[src/rtl/spi_host_pkg.sv]
package spi_host_pkg;

    typedef enum logic [2:0] {
        ENG_IDLE,
        ENG_LEAD,
        ENG_LOW,
        ENG_HIGH,
        ENG_TRAIL
    } eng_state_e;

    localparam logic [2:0] A_STAT = 3'd0;
    localparam logic [2:0] A_RXD  = 3'd1;
    localparam logic [2:0] A_TXD  = 3'd2;
    localparam logic [2:0] A_DIV  = 3'd3;
    localparam logic [2:0] A_CTL  = 3'd4;
    localparam logic [2:0] A_IEN  = 3'd5;
    localparam logic [2:0] A_CNT  = 3'd6;

    localparam int CTL_EN    = 0;
    localparam int CTL_HALF  = 1;
    localparam int CTL_FORCE = 2;
    localparam int CTL_MUTE  = 13;

    localparam int IEN_DONE = 13;
    localparam int IEN_TXE  = 14;

    localparam int ST_IRQ  = 0;
    localparam int ST_DONE = 1;
    localparam int ST_TXE  = 2;

endpackage

[src/rtl/spi_byte_fifo.sv]
module spi_byte_fifo #(
    parameter  int DEPTH = 8,
    localparam int LVL_W = $clog2(DEPTH + 1)
) (
    input  logic             clk,
    input  logic             rst_n,
    input  logic [1:0]       push_n,
    input  logic [15:0]      push_data,
    input  logic [1:0]       pop_n,
    output logic [7:0]       head_lo,
    output logic [7:0]       head_hi,
    output logic [LVL_W-1:0] level
);
    localparam int PTR_W = (DEPTH > 1) ? $clog2(DEPTH) : 1;

    typedef struct packed {
        logic [DEPTH-1:0][7:0] mem;
        logic [PTR_W-1:0]      rd;
        logic [PTR_W-1:0]      wr;
        logic [LVL_W-1:0]      lvl;
    } fifo_t;

    fifo_t q, d;
    logic [LVL_W-1:0] take, room, put;

    function automatic logic [PTR_W-1:0] step(input logic [PTR_W-1:0] p);
        return (p == PTR_W'(DEPTH - 1)) ? '0 : p + 1'b1;
    endfunction

    always_comb begin
        d    = q;
        take = (LVL_W'(pop_n) > q.lvl) ? q.lvl : LVL_W'(pop_n);
        room = LVL_W'(DEPTH) - q.lvl;
        put  = (LVL_W'(push_n) > room) ? room : LVL_W'(push_n);
        if (take >= LVL_W'(1)) d.rd = step(q.rd);
        if (take >= LVL_W'(2)) d.rd = step(d.rd);
        if (put >= LVL_W'(1)) begin
            d.mem[q.wr] = push_data[7:0];
            d.wr        = step(q.wr);
        end
        if (put >= LVL_W'(2)) begin
            d.mem[d.wr] = push_data[15:8];
            d.wr        = step(d.wr);
        end
        d.lvl = q.lvl - take + put;
    end

    always_ff @(posedge clk or negedge rst_n) begin
        if (!rst_n) q <= '0;
        else        q <= d;
    end

    assign head_lo = (q.lvl != '0) ? q.mem[q.rd] : 8'h00;
    assign head_hi = (q.lvl >= LVL_W'(2)) ? q.mem[step(q.rd)] : 8'h00;
    assign level   = q.lvl;

endmodule

[src/rtl/spi_shift_engine.sv]
module spi_shift_engine
    import spi_host_pkg::*;
#(
    parameter int DIV_W = 6,
    parameter int CNT_W = 14
) (
    input  logic             clk,
    input  logic             rst_n,
    input  logic             enable,
    input  logic [DIV_W-1:0] div,
    input  logic [CNT_W-1:0] byte_cnt,
    input  logic             tx_avail,
    input  logic [7:0]       tx_byte,
    input  logic             miso,
    output logic             tx_pop,
    output logic             rx_push,
    output logic [7:0]       rx_byte,
    output logic             done_pulse,
    output logic             sclk,
    output logic             mosi,
    output logic             csn
);
    typedef struct packed {
        eng_state_e       st;
        logic [DIV_W-1:0] tick;
        logic [2:0]       bitn;
        logic [7:0]       txsh;
        logic [7:0]       rxsh;
        logic [CNT_W-1:0] sent;
        logic             sclk;
        logic             csn;
    } eng_t;

    eng_t q, d;
    logic expire;

    always_comb begin
        d          = q;
        tx_pop     = 1'b0;
        rx_push    = 1'b0;
        done_pulse = 1'b0;
        expire     = (q.tick == '0);
        if (!enable) begin
            d.st   = ENG_IDLE;
            d.sclk = 1'b0;
            d.csn  = 1'b1;
        end else begin
            unique case (q.st)
                ENG_IDLE: begin
                    if (tx_avail) begin
                        tx_pop = 1'b1;
                        d.txsh = tx_byte;
                        d.bitn = '0;
                        d.sent = '0;
                        d.tick = div;
                        d.csn  = 1'b0;
                        d.st   = ENG_LEAD;
                    end
                end
                ENG_LEAD, ENG_LOW: begin
                    if (expire) begin
                        d.sclk = 1'b1;
                        d.rxsh = {q.rxsh[6:0], miso};
                        d.tick = div;
                        d.st   = ENG_HIGH;
                    end else begin
                        d.tick = q.tick - 1'b1;
                    end
                end
                ENG_HIGH: begin
                    if (expire) begin
                        d.sclk = 1'b0;
                        d.tick = div;
                        if (q.bitn == 3'd7) begin
                            rx_push = 1'b1;
                            d.sent  = q.sent + CNT_W'(1);
                            if ((byte_cnt != '0) && (d.sent == byte_cnt)) begin
                                done_pulse = 1'b1;
                                d.st       = ENG_TRAIL;
                            end else if (tx_avail) begin
                                tx_pop = 1'b1;
                                d.txsh = tx_byte;
                                d.bitn = '0;
                                d.st   = ENG_LOW;
                            end else begin
                                d.st = ENG_TRAIL;
                            end
                        end else begin
                            d.txsh = {q.txsh[6:0], 1'b0};
                            d.bitn = q.bitn + 3'd1;
                            d.st   = ENG_LOW;
                        end
                    end else begin
                        d.tick = q.tick - 1'b1;
                    end
                end
                ENG_TRAIL: begin
                    if (expire) begin
                        d.csn = 1'b1;
                        d.st  = ENG_IDLE;
                    end else begin
                        d.tick = q.tick - 1'b1;
                    end
                end
                default: d.st = ENG_IDLE;
            endcase
        end
    end

    always_ff @(posedge clk or negedge rst_n) begin
        if (!rst_n) begin
            q     <= '0;
            q.csn <= 1'b1;
        end else begin
            q <= d;
        end
    end

    assign rx_byte = q.rxsh;
    assign sclk    = q.sclk;
    assign mosi    = q.txsh[7];
    assign csn     = q.csn;

endmodule

[src/rtl/spi_host_ctrl.sv]
module spi_host_ctrl
    import spi_host_pkg::*;
#(
    parameter  int FIFO_DEPTH = 8,
    parameter  int DIV_W      = 6,
    parameter  int CNT_W      = 14,
    localparam int LVL_W      = $clog2(FIFO_DEPTH + 1)
) (
    input  logic        clk,
    input  logic        rst_n,
    input  logic [2:0]  bus_addr,
    input  logic [15:0] bus_wdata,
    input  logic        bus_we,
    input  logic        bus_re,
    output logic [15:0] bus_rdata,
    output logic        irq,
    output logic        sclk,
    output logic        mosi,
    input  logic        miso,
    output logic        cs_n
);
    typedef struct packed {
        logic             en;
        logic             half;
        logic             force_cs;
        logic             mute_txe;
        logic             ie_done;
        logic             ie_txe;
        logic [DIV_W-1:0] div;
        logic [CNT_W-1:0] cnt;
        logic             st_done;
        logic             st_txe;
        logic             tx_had;
    } regs_t;

    regs_t q, d;

    logic [1:0]       tx_push_n, rx_pop_n;
    logic [7:0]       tx_head, tx_head_hi, rx_lo, rx_hi, rx_byte;
    logic [LVL_W-1:0] tx_level, rx_level;
    logic             tx_pop, rx_push, done_pulse, eng_csn;
    logic             wr_stat, txe_evt;
    logic             st_done_w, st_txe_w, en_w;
    logic [CNT_W-1:0] cnt_w;

    assign tx_push_n = (bus_we && bus_addr == A_TXD) ? (q.half ? 2'd2 : 2'd1) : 2'd0;
    assign rx_pop_n  = (bus_re && bus_addr == A_RXD) ? (q.half ? 2'd2 : 2'd1) : 2'd0;

    spi_byte_fifo #(.DEPTH(FIFO_DEPTH)) u_txq (
        .clk(clk), .rst_n(rst_n),
        .push_n(tx_push_n), .push_data(bus_wdata),
        .pop_n({1'b0, tx_pop}),
        .head_lo(tx_head), .head_hi(tx_head_hi), .level(tx_level)
    );

    spi_byte_fifo #(.DEPTH(FIFO_DEPTH)) u_rxq (
        .clk(clk), .rst_n(rst_n),
        .push_n({1'b0, rx_push}), .push_data({8'h00, rx_byte}),
        .pop_n(rx_pop_n),
        .head_lo(rx_lo), .head_hi(rx_hi), .level(rx_level)
    );

    spi_shift_engine #(.DIV_W(DIV_W), .CNT_W(CNT_W)) u_eng (
        .clk(clk), .rst_n(rst_n),
        .enable(q.en), .div(q.div), .byte_cnt(q.cnt),
        .tx_avail(tx_level != '0), .tx_byte(tx_head), .miso(miso),
        .tx_pop(tx_pop), .rx_push(rx_push), .rx_byte(rx_byte),
        .done_pulse(done_pulse),
        .sclk(sclk), .mosi(mosi), .csn(eng_csn)
    );

    always_comb begin
        d       = q;
        wr_stat = bus_we && (bus_addr == A_STAT);
        txe_evt = q.tx_had && (tx_level == '0);
        if (bus_we) begin
            unique case (bus_addr)
                A_DIV: d.div = bus_wdata[DIV_W-1:0];
                A_CNT: d.cnt = bus_wdata[CNT_W-1:0];
                A_CTL: begin
                    d.en       = bus_wdata[CTL_EN];
                    d.half     = bus_wdata[CTL_HALF];
                    d.force_cs = bus_wdata[CTL_FORCE];
                    d.mute_txe = bus_wdata[CTL_MUTE];
                end
                A_IEN: begin
                    d.ie_done = bus_wdata[IEN_DONE];
                    d.ie_txe  = bus_wdata[IEN_TXE];
                end
                default: ;
            endcase
        end
        d.tx_had  = (tx_level != '0);
        d.st_done = done_pulse || (q.st_done && !(wr_stat && bus_wdata[ST_DONE]));
        d.st_txe  = q.en && (txe_evt || (q.st_txe && !(wr_stat && bus_wdata[ST_TXE])));
    end

    always_ff @(posedge clk or negedge rst_n) begin
        if (!rst_n) q <= '0;
        else        q <= d;
    end

    assign irq  = (q.st_done && q.ie_done) || (q.st_txe && q.ie_txe && !q.mute_txe);
    assign cs_n = eng_csn && !q.force_cs;

    always_comb begin
        bus_rdata = '0;
        unique case (bus_addr)
            A_STAT: begin
                bus_rdata[ST_IRQ]  = irq;
                bus_rdata[ST_DONE] = q.st_done;
                bus_rdata[ST_TXE]  = q.st_txe;
            end
            A_RXD: bus_rdata = {q.half ? rx_hi : 8'h00, rx_lo};
            A_DIV: bus_rdata = 16'(q.div);
            A_CNT: bus_rdata = 16'(q.cnt);
            A_CTL: begin
                bus_rdata[CTL_EN]    = q.en;
                bus_rdata[CTL_HALF]  = q.half;
                bus_rdata[CTL_FORCE] = q.force_cs;
                bus_rdata[CTL_MUTE]  = q.mute_txe;
            end
            A_IEN: begin
                bus_rdata[IEN_DONE] = q.ie_done;
                bus_rdata[IEN_TXE]  = q.ie_txe;
            end
            default: bus_rdata = '0;
        endcase
    end

    assign st_done_w = q.st_done;
    assign st_txe_w  = q.st_txe;
    assign en_w      = q.en;
    assign cnt_w     = q.cnt;

endmodule

[config.mk]
export PLATFORM = sky130hd
export DESIGN_NAME = spi_host_ctrl
export DESIGN_NICKNAME = d
export VERILOG_FILES = /design/src/rtl/spi_host_pkg.sv /design/src/rtl/spi_byte_fifo.sv /design/src/rtl/spi_shift_engine.sv /design/src/rtl/spi_host_ctrl.sv
export SDC_FILE = /design/constraint.sdc
export NUM_CORES = 1
export LEC_CHECK = 0
export BUFFER_PORTS_ARGS = -buffer_cell sky130_fd_sc_hd__buf_2
export CORE_MARGIN = 2
export CORE_UTILIZATION = 43
export DETAILED_ROUTE_END_ITERATION = 7
export SLEW_MARGIN = 5
export SYNTH_ARGS = -nofsm -noshare
export SYNTH_HDL_FRONTEND = slang
export SYNTH_HIERARCHICAL = 1
export SYNTH_SLANG_ARGS = --single-unit
[constraint.sdc]
create_clock -name clk -period 11.76 [get_ports clk]
set_clock_uncertainty 0.05 [all_clocks]
set_input_delay 0.588 -clock clk [delete_from_list [all_inputs] [get_ports clk]]
set_output_delay 0.588 -clock clk [all_outputs]
set_load 0.1 [all_outputs]
Word-level counts from Yosys, hierarchy flattened
Index checks and enable logic that the tools add are counted.

Bits in registers: 221. Bits in latches: 0. RAM bits: 0. ROM bits: 0. Bits of input ports: 24. Output and inout port bits: 20. Logic and storage cells: 256. Memories kept: 0.

Add/sub/neg operators: 17. Multipliers: 0. Divide/modulo/power cells: 0. $lt $le $gt $ge: 24. Equality and inequality tests: 32. Shift operators: 0. Multiplexer cells: 93. Bitwise operators: 2. Reduce and logical (&&, ||, !) cells: 47.

Operator list (count): $mux W64 (4); $bwmux W64 (3); $demux W8 S3 (4); $mux W8 (10); $bmux W8 S3 (3); $mux W3 (23); $and A64 B64 Y64 (1); $not A64 Y64 (1); $mux W11 (4); $eq A3 B3 Y1 const B (13); $pmux W10 S3 (1); $lt A3 B4 Y1 const B (7); $mux W14 (2); $pmux W14 S2 (1); $add A3 B1 Y3 const B (9); $pmux W11 S2 (1); $ge A4 B2 Y1 const B (5); $mux W20 (1); $logic_and A1 B1 Y1 (18); $pmux W6 S3 (1); $mux W1 (17); $ge A4 B1 Y1 const B (4); $mux W4 (4); $mux W15 (1); other kinds (38) (77).

Logic depth before layout (Yosys ltp)
Depth after elaboration: 16. Mapped depth: 21. Depth with buffers taken out: 20.

Hierarchy
The synthesis kept the hierarchy.

Modules (own cells, without submodules): spi_byte_fifo (u_rxq) (times used 1, cells an instance 622, area each 5736.8 um^2); spi_byte_fifo (u_txq) (times used 1, cells an instance 657, area each 5690.5 um^2); spi_shift_engine (times used 1, cells an instance 312, area each 2872.8 um^2); spi_host_ctrl (times used 1, cells an instance 129, area each 1609.0 um^2).

Least setup slack after synthesis
OpenSTA, ideal clock, no wires.

Path kind: register to register. From: register u_eng/q[2] in the netlist's numbering. To: register u_txq.q (netlist bit u_txq/level[3]). Data arrival time: 4.371 ns. Data required time: 11.586 ns. Setup slack: 7.214 ns. Cell stages (with the launch flop): 21. Path buffers: 0. Period minus slack after synthesis: 4.546 ns. Cells stage by stage: dfrtp_1 > ha_1 > and3_2 > and4_4 > xnor2_2 > o2111a_1 > and2b_1 > a21boi_0 > o211a_1 > inv_1 > ha_1 > nor2b_1 > o21ai_0 > mux2i_1 > inv_1 > fa_1 > inv_1 > ha_1 > a21o_1 > a21oi_1 > xnor2_1.

RTL lines: start, declared (RTL line spi_shift_engine.sv:34) `eng_t q, d;`; end signal, assigned (RTL line spi_byte_fifo.sv:49) `if (!rst_n) q <= '0;`; end signal, assigned (RTL line spi_byte_fifo.sv:50) `else q <= d;`; end, declared (RTL line spi_byte_fifo.sv:23) `fifo_t q, d;`.

==> summary.json <==
{
  "cts_setup_buffers": 0,
  "power.leakage_nw": 6.86,
  "timing.max_slew.rel_slack": -0.422,
  "syn_area_um2": 15400,
  "fillers": 3368,
  "failed_checks": "slew limit",
  "clock.fmax_ghz": 0.194,
  "syn-instance-count": 1660,
  "worst_setup_path_end_kind": "flop",
  "r2r-end": "u_txq/level[3]",
  "critPathRequiredTime_ns": 12.20,
  "first_iter_violations": 1399,
  "cp_data_arrival_time_ns": 5.58,
  "leftover_overflow_at_the_end_of_global_routing": 0,
  "worst_tran_pin_value_ns": 2.10,
  "design.portCount": 44,
  "insertion_delay_ns": 0.56,
  "run_status": "complete, but fails checks",
  "placementRows": 69,
  "critical_path.reg2reg.startpoint": "u_eng/q[2]",
  "post_cts.resized_instances": 0,
  "clk_path_buf_depth": 3,
  "reg2regPathDepth": 20,
  "drive_above_1_share": 0.150,
  "die_h_um": 193,
  "leading_cell_type_in_the_layout_fill_and_taps_excluded": "dfrtp_1",
  "layout-area-overhead-vs-synth_pct": 7.19,
  "insertedDiodeCount": 0,
  "worst_ir_drop_vdd_mv": 0.122,
  "place.gp.congestion": 0.883,
  "timing.final.crit_period_ns": 5.15,
  "vias_per_cell": 6.37,
  "cts_tree": "done",
  "synthesis.yosys.warnings": 6,
  "final-hold-violation-count": 0,
  "die-area_um2": 37200,
  "wire_per_inst_um": 23.5,
  "die_w_um": 193,
  "crit_type": "flop to flop",
  "total_length_of_routed_wires_um": 48800,
  "power-per-cell-area_nw_per_um2": 268,
  "worst_hold_path_type": "primary input to async pin",
  "final_cell_mix": "dfrtp_1, nor2_1, o21ai_0",
  "htree_levels": 1,
  "worst-path-max-fanout": 7,
  "path_clk_slew_ns": 0.06,
  "cts-buffers-inserted": 26,
  "initial_antenna_violation_count": 1,
  "grt_max_degree": 94,
  "start_kind": "flop",
  "wire_length_of_the_first_global_routing_pass_um": 74700,
  "fin_setup_tns_ns": 0,
  "number_of_pins_with_negative_max_slew_slack_in_the_final_report": 9,
  "final.period_utilization": 0.438,
  "dr.pass1.iters": 5,
  "cts.sinks": 221,
  "placed_wire_length_estimate_after_detailed_placement_um": 32400,
  "grt.total_usage": 0.261,
  "cts_root_buf": "clkbuf_16",
  "finalSetupViolations": 0,
  "initial_core_util": 0.434,
  "detail_route.drc_violations": 0,
  "final_net_count": 1666,
  "grt_setup_unrepaired": "false",
  "num_vias": 13263,
  "postRouteAntennaNets": 0,
  "syn_area_per_cell_um2": 9.25,
  "r2r_slack_ns": 6.61,
  "finalHoldWorstSlack_ns": 0.0171,
  "placement.io_buffers": 43,
  "grt_pass1_vias": 12489,
  "cts.hold.buffers_added": 0,
  "core_um2": 35400,
  "drv_cap": 0
}
==> worst max-delay path, stage by stage (launching register included) <==
cell and delay [ns]:
dfrtp_1 0.46, ha_1 0.32, and3_2 0.30, and3_2 0.25, xnor2_1 0.37, nor3_1 0.09
and3b_1 0.26, a21boi_0 0.30, o211a_1 0.22, inv_1 0.05, ha_1 0.27, a211oi_1 0.06
o21ai_0 0.22, mux2i_1 0.38, inv_1 0.14, fa_1 0.55, inv_1 0.06, ha_1 0.29
a21o_1 0.15, a21oi_1 0.17, xnor2_1 0.13
==> per-layer routing <==
layer / up-vias / share of wire / global-route usage
met5: - / 0 / 0
met4: 0 / 0.028 / 0.0813
met3: 98 / 0.093 / 0.0557
met2: 621 / 0.44 / 0.391
met1: 6519 / 0.44 / 0.378
li1: 6025 / - / -
==> per-stage QoR <==
step,util,cells,total power [mW],worst slack (ns),instance area [um^2]
floorplan,-,1675,2.96,7.21,15400
detailed placement,0.440,2036,3.47,6.63,15600
CTS,0.465,2082,4.33,6.64,16500
finish,0.465,2082,4.40,6.61,16500
global placement,0.440,2036,3.42,6.77,15600
global route,0.465,2082,4.69,6.27,16500
==> layout make-up <==
type | count | area (um^2) | share of cell area
flip-flops and latches | 221 | 5530 | 0.336
well taps | 461 | 577 | 0.0351
inverters | 44 | 165 | 0.0100
repair buffers | 58 | 338 | 0.0205
clock buffers | 37 | 762 | 0.0463
clock inverters | 9 | 131 | 0.00798
multi-input cells | 1252 | 8950 | 0.544
==> report_power, final <==
group | switching [mW] | internal (mW)
sequential | 0.306 | 1.06
clock | 0.333 | 0.514
combinational | 1.30 | 0.893
total | 1.94 | 2.46
==> sequential cells by signal (all words and copies together) (netlist names) <==
name / flops
u_eng/csn: 1
u_eng/sclk: 1
u_txq/level: 4
u_eng/q: 33
q: 12
en_w: 1
st_txe_w: 1
u_eng/rx_byte: 8
u_rxq/q: 70
u_eng/mosi: 1
u_txq/q: 70
cnt_w: 14
u_rxq/level: 4
st_done_w: 1
==> worst max-delay path by stage <==
| stage | startpoint | cells past startpoint | to | slack [ns] |
|---|---|---|---|---|
| floorplan | u_eng/q[2] | 20 | u_txq/level[3] | 7.21 |
| global placement | u_eng/q[2] | 20 | u_txq/level[3] | 6.77 |
| detailed placement | u_eng/q[2] | 20 | u_txq/level[3] | 6.63 |
| CTS | u_eng/q[2] | 20 | u_txq/level[3] | 6.64 |
| global route | u_eng/q[2] | 20 | u_txq/level[3] | 6.27 |
| finish | u_eng/q[2] | 20 | u_txq/level[3] | 6.61 |
Power figures use the tool's default switching activity.
